===== src/rtl/info_key_pkg.sv =====
package info_key_pkg;
  localparam int unsigned KEY_W    = 32;
  localparam int unsigned NUM_KEYS = 3;
  localparam int unsigned STEP_W   = $clog2(NUM_KEYS + 1);

  // index 0 is the word that must be written first
  localparam logic [NUM_KEYS-1:0][KEY_W-1:0] KEY_SEQ = {
    32'h9608_B2C1,
    32'hA1E3_4F20,
    32'h3A7F_5CA3
  };
endpackage


===== src/rtl/info_key_rst_sync.sv =====
module info_key_rst_sync #(
  parameter int unsigned STAGES = 2
) (
  input  logic clk,
  input  logic rst_n,
  output logic rst_sync_n
);
  logic [STAGES-1:0] sync_q;

  always_ff @(posedge clk or negedge rst_n) begin
    if (!rst_n) sync_q <= '0;
    else        sync_q <= {sync_q[STAGES-2:0], 1'b1};
  end

  assign rst_sync_n = sync_q[STAGES-1];
endmodule


===== src/rtl/info_key_match.sv =====
module info_key_match
  import info_key_pkg::*;
(
  input  logic [KEY_W-1:0]    wr_data,
  output logic [NUM_KEYS-1:0] hit
);
  for (genvar k = 0; k < NUM_KEYS; k++) begin : g_cmp
    assign hit[k] = (wr_data == KEY_SEQ[k]);
  end
endmodule


===== src/rtl/info_key_seq.sv =====
module info_key_seq
  import info_key_pkg::*;
(
  input  logic                clk,
  input  logic                rst_n,
  input  logic                wr_en,
  input  logic [NUM_KEYS-1:0] hit,
  output logic [STEP_W-1:0]   step,
  output logic                open
);
  localparam logic [STEP_W-1:0] STEP_OPEN  = STEP_W'(NUM_KEYS);
  localparam logic [STEP_W-1:0] STEP_FIRST = STEP_W'(1);

  logic [STEP_W-1:0] step_q, step_nxt;
  logic              want_hit;

  always_comb begin
    want_hit = 1'b0;
    for (int k = 0; k < NUM_KEYS; k++) begin
      if (step_q == STEP_W'(k)) want_hit = hit[k];
    end
  end

  always_comb begin
    step_nxt = step_q;
    if (step_q == STEP_OPEN)  step_nxt = '0;
    else if (want_hit)        step_nxt = step_q + STEP_FIRST;
    else if (hit[0])          step_nxt = STEP_FIRST;
    else                      step_nxt = '0;
  end

  always_ff @(posedge clk or negedge rst_n) begin
    if (!rst_n)     step_q <= '0;
    else if (wr_en) step_q <= step_nxt;
  end

  assign step = step_q;
  assign open = (step_q == STEP_OPEN);
endmodule


===== src/rtl/info_key_gate.sv =====
module info_key_gate
  import info_key_pkg::*;
(
  input  logic             clk,
  input  logic             rst_n,
  input  logic             wr_en,
  input  logic [KEY_W-1:0] wr_data,
  output logic             grant,
  output logic [KEY_W-1:0] rd_data
);
  logic                rst_q_n;
  logic [NUM_KEYS-1:0] key_hit;
  logic [STEP_W-1:0]   seq_step;

  info_key_rst_sync #(.STAGES(2)) u_rst (
    .clk        (clk),
    .rst_n      (rst_n),
    .rst_sync_n (rst_q_n)
  );

  info_key_match u_match (
    .wr_data (wr_data),
    .hit     (key_hit)
  );

  info_key_seq u_seq (
    .clk   (clk),
    .rst_n (rst_q_n),
    .wr_en (wr_en),
    .hit   (key_hit),
    .step  (seq_step),
    .open  (grant)
  );

  assign rd_data = '0;
endmodule


===== config.mk =====
export PLATFORM = sky130hd
export DESIGN_NAME = info_key_gate
export DESIGN_NICKNAME = d
export VERILOG_FILES = /design/src/rtl/info_key_pkg.sv /design/src/rtl/info_key_rst_sync.sv /design/src/rtl/info_key_match.sv /design/src/rtl/info_key_seq.sv /design/src/rtl/info_key_gate.sv
export SDC_FILE = /design/constraint.sdc
export NUM_CORES = 1
export LEC_CHECK = 0
export BUFFER_PORTS_ARGS = -buffer_cell sky130_fd_sc_hd__buf_2
export CAP_MARGIN = 20
export CORE_MARGIN = 4
export CORE_UTILIZATION = 38
export CTS_CLUSTER_SIZE = 30
export DETAILED_ROUTE_END_ITERATION = 8
export HOLD_SLACK_MARGIN = 0.05
export PLACE_DENSITY = 0.84
export REMOVE_ABC_BUFFERS = 1
export SLEW_MARGIN = 20
export SYNTH_ARGS = -nofsm -noshare
export SYNTH_HDL_FRONTEND = slang
export SYNTH_SLANG_ARGS = --single-unit

===== constraint.sdc =====
create_clock -name clk -period 2.65 [get_ports clk]
set_clock_uncertainty 0.15 [all_clocks]
set_input_delay 0.3975 -clock clk [delete_from_list [all_inputs] [get_ports clk]]
set_output_delay 0.3975 -clock clk [all_outputs]
set_load 0.005 [all_outputs]

== Word-level counts from Yosys, hierarchy flattened ==
Index checks and enable logic that the tools add are counted.

* Register bits after elaboration: 4
* Output and inout port bits: 33
* Word-level logic and storage cells: 16

* Add/subtract/negate cells: 1
* Equal/unequal tests: 6
* Mux-type cells: 6
* Reductions and logical operators: 1

{| class="wikitable"
|+ Operators with widths
! cell !! number
|-
| $eq A32 B32 Y1 const B || 2
|-
| $eq A32 B30 Y1 const B || 1
|-
| $eq A2 B2 Y1 const B || 2
|-
| $mux W1 || 4
|-
| $mux W2 || 2
|-
| $add A2 B1 Y2 const B || 1
|-
| $eq A2 B1 Y1 const B || 1
|-
| $logic_not A2 Y1 || 1
|}

== Depth between registers and ports, before layout ==
Gate-level depths: netlist (run 1).

* Word-level depth: 6
* Mapped depth: 8

== By module ==
Synthesis (run 1) repeated with hierarchy kept, for this count alone.

* Cells, all modules: 81
* Area, all modules: 723.2 µm²

{| class="wikitable"
|+ Modules (own cells, without submodules)
! module !! times used !! cells an instance !! area an instance (µm²) !! seq. area each (µm²)
|-
| info_key_gate || 1 || 33 || 244.0 || 0.0
|-
| info_key_match || 1 || 28 || 239.0 || 0.0
|-
| info_key_seq || 1 || 17 || 186.4 || 50.0
|-
| info_key_rst_sync || 1 || 3 || 53.8 || 50.0
|}

== Worst setup path after synthesis (run 1) ==
No wires, ideal clock.

* Path kind: register -> register
* Start: reg u_seq.step_q[0], in the netlist u_seq.step[0]
* End: reg u_seq.step_q[1], in the netlist u_seq.step[1]
* Setup time: 0.064 ns
* Data arrival time: 2.069 ns
* Setup slack: 0.366 ns
* Stages on the path, launching flop included: 8
* Period minus slack after synthesis: 2.284 ns
* Path through: dfrtp_1 -> inv_1 -> ha_1 -> or4bb_1 -> or4_1 -> o32a_4 -> nor3b_2 -> mux2_2

* Word-level cells in the longest chain between the ends: 6
* Elaborated cells between the ends (all ways): 10
* Classes of those cells: add/sub (1); eq/ne (3); mux (5); reduce/logical (1)

{| class="wikitable"
|+ Ends and longest elaborated chain
! item !! RTL line !! RTL
|-
| start: declaration || info_key_seq.sv:14 || <nowiki>logic [STEP_W-1:0] step_q, step_nxt;</nowiki>
|-
| start signal: assignment || info_key_seq.sv:34 || <nowiki>else if (wr_en) step_q <= step_nxt;</nowiki>
|-
| $logic_not A2 Y1 || info_key_seq.sv:20 || <nowiki>if (step_q == STEP_W'(k)) want_hit = hit[k];</nowiki>
|-
| $mux W1 (3 in a row) || info_key_seq.sv:20 ||
|-
| $mux W2 || info_key_seq.sv:27 || <nowiki>else if (want_hit) step_nxt = step_q + STEP_FIRST;</nowiki>
|-
| $mux W2 (*) || info_key_seq.sv:26 || <nowiki>if (step_q == STEP_OPEN) step_nxt = '0;</nowiki>
|}

Every way passes the cells marked *; elsewhere a longest branch is shown, timed or not.
A chain may end at the register's enable or synchronous reset.

== Final worst setup path (run 1) ==
* Start: reg u_seq.step_q[0], in the netlist u_seq.step[0]
* End: reg u_seq.step_q[0], in the netlist u_seq.step[0]

The elaborated chain is that of the path after synthesis.

==> flow_summary.ini, run 1 <==
[power]
comb_power_share = 0.278
power_leakage_nw = 0.424
clock_power_share = 0.391
peakVddDrop_v = 0.000193
switching_share = 0.268
p_seq_frac = 0.332
power.internal_mw = 0.140
p_sw_mw = 0.0511
power_mw = 0.191
power_density_nw_per_um2 = 234

[run_status]
status = finished, final reports clean

[worst_setup_path]
crit_required_ps = 2610
end_kind = flip-flop
critPathBufInv = 1
r2r_cells = 7
path_depth = 7
r2r_setup_slack_ps = 280
cpPeakStageDelay_ps = 490
crit_type = reg2reg
cpLargestDelayFamily = simple AND/OR/NAND/NOR gates
worstPathMaxFanout = 4
path_cells = inv_1 > ha_1 > or4bb_1 > or4_1 > o32a_4 > mux2i_1 > o21ai_1
critPathLaunchType = flip-flop
regToRegStartpoint = u_seq.step[0]$_DFFE_PN0P_
arrival_ps = 2330
cpMaxStageDelayCell = or4_1
r2r-end = u_seq.step[0]$_DFFE_PN0P_

[finish]
area_growth_pct = 18.1
diodes = 0
final_common_cell = buf_2
instances_no_fill = 142
mostFrequentLayoutCells = buf_2 (35), conb_1 (33), ha_1 (4), dfrtp_1 (4)
final_nets = 158
drive_above_1_share = 0.359

[sta]
fmax_ghz = 0.421
finalHoldViolations = 0
rsz0062_at_grt = no
setup_viol = 0
fin_crit_sh = 0.896
setup_tns_ps = 0
maxSlewViolCount = 0
final.min_clock_period_ps = 2370

[placed_design]
dp_hpwl_um = 1350
gp_congestion = 0.744
dp_cells = 137
port_buffers = 35

[global_routing]
gr-usage-met2 = 0.198
gr-usage-met1 = 0.0873
grt_pass1_wl_um = 2050
top_usage_layer = met2
grt_overflow = 0
use_met3 = 0.0386
grt_use_total = 0.0998
grt_max_degree = 5
grt_pass1_vias = 552
antenna_found_initial = 0

[synthesis]
synth_area_um2 = 689
netlist_instances = 78
synth_area_leaders = buf_4 (35%), dfrtp_1 (15%), ha_1 (7.3%)
synth_fa_ha_area_frac = 0.0726
syn_area_per_cell_um2 = 8.84
synth_mux_area_frac = 0.0309
yosysUniqueCellTypes = 28
yosys_warnings = 0
synth-simple-area-share = 0.327
seq_area_frac_synth = 0.145
synth_top_area_share = 0.348
synth_top_family_by_area = buffers and inverters
ys_ff_latch = 4
synth_compound_area_frac = 0.0544
synth_largest_area_cell = buf_4
synthXorXnorAreaFrac = 0

[hold_path]
hold_end = u_rst.sync_q[1]$_DFF_PN0_
worstHoldPathCells = 0
min_path_type = reg2reg
worstHoldStart = u_rst.sync_q[0]$_DFF_PN0_

[cts]
worstSkewPairLatency_ps = 230
cts_buffers = 3
clk_path_buf_depth = 2
cts-root-buf = clkbuf_4
cts.sinks = 4
post_cts_resized = 0
cts.htree.levels = 1
clkTransAtPathRegs_ps = 40
tritoncts = built

[flow_run]
drv_cap = 0

[floorplan]
rows = 15
die_y_um = 50.6
dieWidth_um = 50.6
die-area_um2 = 2560
core_area_um2 = 1730
start_util = 0.399
design.portCount = 68

[route]
first_iter_violations = 3
wl_um = 1430
first_pass_iters = 2
vias = 606
wl_per_cell_um = 10.1
ant_nets = 0
drcViolationCount = 0
viasPerCell = 4.27
==> flip-flops by register name (all words and copies together) (netlist names) <==
| name | count |
|---|---|
| u_seq.step | 2 |
| u_rst.sync_q | 2 |
==> per-stage QoR <==
step | hold WS, ps | cell area, µm² | util | worst slack (ps)
after floorplan | -139 | 566 | - | 366
after global placement | -132 | 772 | 0.447 | 326
after detailed placement | -122 | 772 | 0.447 | 276
after CTS | 207 | 815 | 0.472 | 266
after global routing | 216 | 815 | 0.472 | 140
final | 205 | 815 | 0.472 | 277
==> final cells by class <==
class                   instances  area [µm²]
clock buffers                   3        22.5
fillers                       175         912
inverters                       2        7.51
multi-input cells              71         458
flip-flops and latches          4         100
well taps                      25        31.3
repair buffers                 37         195
==> worst max path at each step <==
| stage | endpoint | start | slack, ps |
|---|---|---|---|
| 2_1_floorplan | u_seq.step[1]$_DFFE_PN0P_ | u_seq.step[0]$_DFFE_PN0P_ | 370 |
| 6_report | u_seq.step[0]$_DFFE_PN0P_ | u_seq.step[0]$_DFFE_PN0P_ | 280 |
| 5_1_grt | u_seq.step[0]$_DFFE_PN0P_ | u_seq.step[0]$_DFFE_PN0P_ | 140 |
| 4_1_cts | u_seq.step[1]$_DFFE_PN0P_ | u_seq.step[0]$_DFFE_PN0P_ | 270 |
| 3_3_place_gp | u_seq.step[1]$_DFFE_PN0P_ | u_seq.step[0]$_DFFE_PN0P_ | 330 |
| 3_5_place_dp | u_seq.step[0]$_DFFE_PN0P_ | u_seq.step[0]$_DFFE_PN0P_ | 280 |
==> timing repair <==
action / CTS / global route
hold buffers: 2 / 0
buffers inserted: 0 / 0
hold endpoints to repair: 4 / 0
==> Yosys cell counts <==
cell type and count:
and3b_1 2, buf_4 32, conb_1 2, dfrtp_1 4
ha_1 4, inv_1 2, mux2_2 1, mux2i_1 1
nand2_1 1, nand2b_1 1, nand3_1 1, nand3b_1 2
nand4_1 3, nand4b_1 1, nor2_1 3, nor2b_1 1
nor3b_2 1, nor4_1 1, nor4b_1 2, nor4bb_1 2
o21ai_1 1, o32a_1 1, o32a_4 1, or3_1 1
or4_1 2, or4_4 1, or4b_1 1, or4bb_1 3
==> logic make-up after synthesis <==
kind of cell / Yosys count
AOI/OAI and AO/OA: 3
muxes: 2
buffers and inverters: 34
other: 2
and+or+nand+nor: 29
DFF: 4
adders and majority gates: 4
==> metal layers <==
layer	vias to the layer above	wire length, µm
li1	292	-
met1	275	421
met2	39	773
met3	0	232
met4	0	0
met5	-	0
==> power groups by stage <==
stage / clock network [mW] / logic [mW] / registers (mW)
after global placement: 0 / 0.0473 / 0.0644
final: 0.0745 / 0.0530 / 0.0633
after global routing: 0.0825 / 0.0600 / 0.0633
after floorplan: 0 / 0.0190 / 0.0643
after CTS: 0.0808 / 0.0515 / 0.0633
after detailed placement: 0 / 0.0487 / 0.0646
Power figures use the tool's default switching activity.
==> run 2, diff against run 1 <==
Settings changed: ABC_AREA set to 1, CORE_ASPECT_RATIO set to 0.9, CORE_UTILIZATION 38 to 42, PLACE_DENSITY 0.84 to 0.85.
==> run 2 against run 1 <==
  * Flip-flop and latch count did not move
  * Final cell count is 51% higher
  * First-iteration DRC count increased to 10 times the previous value
  * Critical path depth increased by 3
  * Critical path type unchanged
  * Critical endpoint unchanged
  * Largest power group unchanged
==> flow_summary.ini, run 2 <==
[run_status]
status = finished, final reports clean

[placed_design]
gp_congestion = 0.767
port_buffers = 35
placed_area_um2 = 928
dp_hpwl_um = 1500

[route]
wl_um = 1670
viasPerCell = 3.79
vias = 811
first_pass_iters = 4
ant_nets = 0
wl_per_cell_um = 7.82
first_iter_violations = 30
drcViolationCount = 0

[synthesis]
synth_edf_count = 0
synth_area_leaders = buf_4 (28%), nand2_1 (17%), dfrtp_1 (12%)
yosys_warnings = 0
async_flop_share = 1.00
synth_top_area_share = 0.284
yosysMostFrequentCell = nand2_1
synth_common_cells = nand2_1 (38), buf_4 (32), nor2_1 (26), inv_1 (25), nor3_1 (6)
ys.flop_type = dfrtp_1
synth_largest_area_cell = buf_4
synth_area_um2 = 846
syn_area_per_cell_um2 = 5.64
yosysUniqueCellTypes = 16
seq_area_frac_synth = 0.118
netlist_instances = 150
ys_ff_latch = 4

[worst_setup_path]
cpLargestDelayFamily = simple AND/OR/NAND/NOR gates
path_cells = inv_1 > ha_1 > nor3b_1 > nand2_1 > nor2_1 > nand3_1 > nand3_2 > nand3_1 > nand3_1 > nand2_1
path_depth = 10
r2r_cells = 10
cpPeakStageDelay_ps = 390
arrival_ps = 1620
crit_type = reg2reg
end_kind = flip-flop
critPathBufInv = 1
crit_required_ps = 2620
critPathLaunchType = flip-flop
cp_common_cell = nand3_1
cpMaxStageDelayCell = dfrtp_1
worstPathMaxFanout = 3

[finish]
mostFrequentLayoutCells = nand2_1 (38), buf_2 (35), conb_1 (33), nor2_1 (26), inv_1 (25)
drive_above_1_share = 0.222
area_growth_pct = 14.8
regArea_um2 = 100
final.fill_count = 202
diodes = 0
final_nets = 230
final_common_cell = nand2_1
multiInputGateArea_um2 = 528
fin_area_um2 = 971

[sta]
finalHoldViolations = 0
fmax_ghz = 0.607
rsz0062_at_grt = no
fin_crit_sh = 0.621
setup_tns_ps = 0
holdWs_ps = 197
maxSlewViolCount = 0
setup_viol = 0
final.min_clock_period_ps = 1650

[global_routing]
antenna_found_initial = 0
grt_overflow = 0
grt_max_degree = 6
grt_use_total = 0.110
grt_pass1_vias = 644
grt_pass1_wl_um = 2510

[cts]
clkTransAtPathRegs_ps = 40
clk_path_buf_depth = 2
cts-root-buf = clkbuf_4
worstSkewPairLatency_ps = 230
cts_buffers = 3
tritoncts = built
cts.sinks = 4
cts.htree.levels = 1

[power]
power_leakage_nw = 0.603
clock_power_share = 0.355
power.internal_mw = 0.143
power_density_nw_per_um2 = 214
p_sw_mw = 0.0650
comb_power_share = 0.341
switching_share = 0.312
peakVddDrop_v = 0.000119
p_seq_frac = 0.304

[floorplan]
dieWidth_um = 55.3
rows = 15
die-area_um2 = 2800
start_util = 0.442
core_area_um2 = 1910
die_y_um = 50.6
design.portCount = 68

[hold_path]
worstHoldPathCells = 0
min_path_type = reg2reg

[flow_run]
drv_cap = 0
run 2: cell count changes in the layout (fill, tap and decap cells not counted), moves of 3 or more:
cell | before | now
nor3_1 | 0 | 6
nand3_1 | 1 | 5
nand2_1 | 1 | 38
inv_1 | 2 | 25
or4bb_1 | 3 | 0
nor2_1 | 3 | 26
run 2: cell families (layout without fill, tap and decap cells):
family	after synthesis	in the layout	synth area share
AO/OA/AOI/OAI	1	1	0.00740
adder cells (fa/ha/maj)	4	4	0.0592
buffers and inverters	57	65	0.395
flip-flops	4	4	0.118
other	2	33	0.00888
AND/OR/NAND/NOR	82	82	0.411
run 2: power groups by stage:
stage / Combinational (mW) / Clock (mW) / Sequential, mW
after detailed placement: 0.0668 / 0 / 0.0645
final: 0.0709 / 0.0739 / 0.0633
after CTS: 0.0697 / 0.0763 / 0.0633
after global routing: 0.0818 / 0.0796 / 0.0634
after global placement: 0.0664 / 0 / 0.0645
after floorplan: 0.0315 / 0 / 0.0643
run 2: final timing paths:
path,startpoint,endpoint,slack (ps)
setup / recovery,u_seq.step[1]$_DFFE_PN0P_,u_seq.step[0]$_DFFE_PN0P_,1000
hold / removal,u_rst.sync_q[0]$_DFF_PN0_,u_rst.sync_q[1]$_DFF_PN0_,200
setup reg to reg,u_seq.step[1]$_DFFE_PN0P_,u_seq.step[0]$_DFFE_PN0P_,1000
hold reg to reg,u_rst.sync_q[0]$_DFF_PN0_,u_rst.sync_q[1]$_DFF_PN0_,200
max in group asynchronous,u_rst.sync_q[1]$_DFF_PN0_,u_seq.step[1]$_DFFE_PN0P_,1830
min in group asynchronous,rst_n,u_rst.sync_q[0]$_DFF_PN0_,330
run 2: area by class of cell:
cell class                 count  area share
multi-input combinational    120       0.544
clock buffer                   3      0.0232
inverter                      25      0.0966
sequential                     4       0.103
tap                           25      0.0322
timing repair buffer          37       0.201
run 2: timing repair:
action	in CTS	in global routing
hold endpoints to repair	4	0
gates resized for setup	0	0
setup buffers	0	0
hold buffers	2	0
run 2: routing by layer:
metal | routed length, µm | global-route usage | vias up
met3 | 175 | 0.0206 | 0
met4 | 0 | 0.0486 | 0
met1 | 791 | 0.154 | 315
met2 | 706 | 0.161 | 37
li1 | - | - | 459
met5 | 0 | 0 | -
run 2: worst register-to-register path, delay by kind of cell (launching register included):
family                   cells  cell delay [ps]
adder cells (fa/ha/maj)      1              170
buffers and inverters        1              110
flip-flops                   1              390
AND/OR/NAND/NOR              8              730
run 2: metrics by stage:
stage / util / power [mW] / worst slack, ps / instances
after global placement: 0.485 / 0.131 / 1070 / 209
after global routing: 0.507 / 0.225 / 817 / 214
after CTS: 0.507 / 0.209 / 991 / 214
after detailed placement: 0.485 / 0.131 / 1010 / 209
final: 0.507 / 0.208 / 1000 / 214
after floorplan: - / 0.0958 / 1140 / 149
==> run 3, diff against run 2 <==
Settings changed: CORE_UTILIZATION 42 to 35, PLACE_DENSITY 0.85 to 0.76.
Clock period 2.65 ns to 1.36 ns, I/O delays scaled along.
==> run 3 against run 2 <==
  * The flow now finishes with violations (setup timing)
  * Global-route usage fell by 0.32 points
  * Sequential power rose by 94%
  * Design area rose by 7.6%
  * Power rose by 100%
  * Sequential share of layout area fell by 0.73 points
  * Utilization fell by 4.1 points
  * Critical path depth fell by 6
  * Final cell count rose by 3.7%
  * Combinational power rose by 100%
  * Hold slack got worse by 61 ps
  * Critical path type is now reg2out
==> flow_summary.ini, run 3 (same netlist as run 2, synthesis figures left out) <==
[finish]
mostFrequentLayoutCells = nand2_1 (38), buf_2 (35), conb_1 (33), nor2_1 (26), inv_1 (24)
area_growth_pct = 23.5
final_nets = 236
drive_above_1_share = 0.262
fin_area_um2 = 1040
instances_no_fill = 222
post-route-util = 0.466
final_common_cell = nand2_1
diodes = 0

[route]
wl_um = 1830
drcViolationCount = 0
viasPerCell = 3.85
ant_nets = 0
first_pass_iters = 4
vias = 855
first_iter_violations = 18
wl_per_cell_um = 8.22

[sta]
setup_tns_ps = -387
fin_crit_sh = 1.14
postLayoutSetupSlackWorst_ps = -188
rsz0062_at_grt = yes
setup_viol = 3
finalHoldViolations = 0
maxSlewViolCount = 0
final.min_clock_period_ps = 1550
fmax_ghz = 0.646

[power]
power_mw = 0.416
power_density_nw_per_um2 = 398
power_leakage_nw = 0.636
peakVddDrop_v = 0.000312

[worst_setup_path]
end_kind = output pin
cpMaxStageDelayCell = dfrtp_1
crit_type = reg2out
cpPeakStageDelay_ps = 380
path_cells = buf_4 > buf_4 > ha_1 > buf_2
critPathLaunchType = flip-flop
arrival_ps = 1190
worstPathMaxFanout = 2
crit_required_ps = 1010
cp_common_cell = buf_4

[global_routing]
grt_overflow = 0
use_met3 = 0.0165
grt_max_degree = 4
gr-usage-met1 = 0.145
grt_pass1_vias = 686
grt_pass1_wl_um = 2700
top_usage_layer = met2
grt_use_total = 0.107
gr-usage-met2 = 0.173
antenna_found_initial = 0

[cts]
tritoncts = built
clkTransAtPathRegs_ps = 40
cts_buffers = 3
worstSkewPairLatency_ps = 240
clk_path_buf_depth = 2
cts.sinks = 4
cts-root-buf = clkbuf_4
cts.htree.levels = 1

[run_status]
status = finished, violations left
violations = setup timing

[floorplan]
rows = 16
design.portCount = 68
core_area_um2 = 2240
dieWidth_um = 59.8
die-area_um2 = 3270
start_util = 0.377
die_y_um = 54.6

[hold_path]
min_path_type = in2async

[placed_design]
port_buffers = 35
dp_cells = 214
dp_hpwl_um = 1630
gp_congestion = 0.755
placed_area_um2 = 953

[flow_run]
drv_cap = 0
-- run 3: per-stage QoR --
step / hold slack [ps] / worst slack, ps
2_1_floorplan: -242 / -155
3_3_place_gp: -160 / -163
3_5_place_dp: -159 / -233
4_1_cts: 129 / -140
5_1_grt: 158 / -258
6_report: 136 / -188
-- run 3: layout make-up --
type,count,area [µm²]
Clock buffer,3,22.5
Fill cell,260,1200
Inverter,25,93.8
Multi-Input combinational cell,120,552
Sequential cell,4,100
Tap cell,27,33.8
Timing Repair Buffer,43,243
-- run 3: final timing paths --
path	startpoint	end	slack, ps	depth (start not counted)
max	u_seq.step[1]$_DFFE_PN0P_	grant	-190	4
min	rst_n	u_rst.sync_q[0]$_DFF_PN0_	140	2
max reg2reg	u_seq.step[1]$_DFFE_PN0P_	u_seq.step[0]$_DFFE_PN0P_	-130	10
min reg2reg	u_rst.sync_q[0]$_DFF_PN0_	u_rst.sync_q[1]$_DFF_PN0_	200	0
max in group asynchronous	u_rst.sync_q[1]$_DFF_PN0_	u_seq.step[1]$_DFFE_PN0P_	540	1
min in group clk	u_rst.sync_q[0]$_DFF_PN0_	u_rst.sync_q[1]$_DFF_PN0_	200	0
-- run 3: report_power, final --
part           internal (mW)  total, mW  switching (mW)  leakage (nW)
logic                 0.0595      0.142          0.0821         0.571
registers              0.123      0.123        0.000680        0.0513
clock network         0.0989      0.151          0.0522        0.0138
total                  0.281      0.416           0.135         0.636
-- run 3: critical path: cells and delay by family, from the launching register on --
kind	cells	cell delay, ps
buffers and inverters	3	390
flip-flops	1	380
adder cells (fa/ha/maj)	1	180
-- run 3: what timing repair did --
action | 4_1_cts | 5_1_grt
setup endpoints to repair | 3 | 3
resized for setup | 5 | 0
pin swaps | 2 | 0
cloned | 0 | 0
buffers inserted | 1 | 1
hold endpoints to repair | 5 | 0
hold buffers | 3 | 0
-- run 3: per-layer routing --
metal  share of wire  wire length (µm)  up-vias
li1                -                 -      474
met1            0.43               776      341
met2            0.46               838       38
met3            0.10               189        2
met4           0.012                21        0
met5               0                 0        -
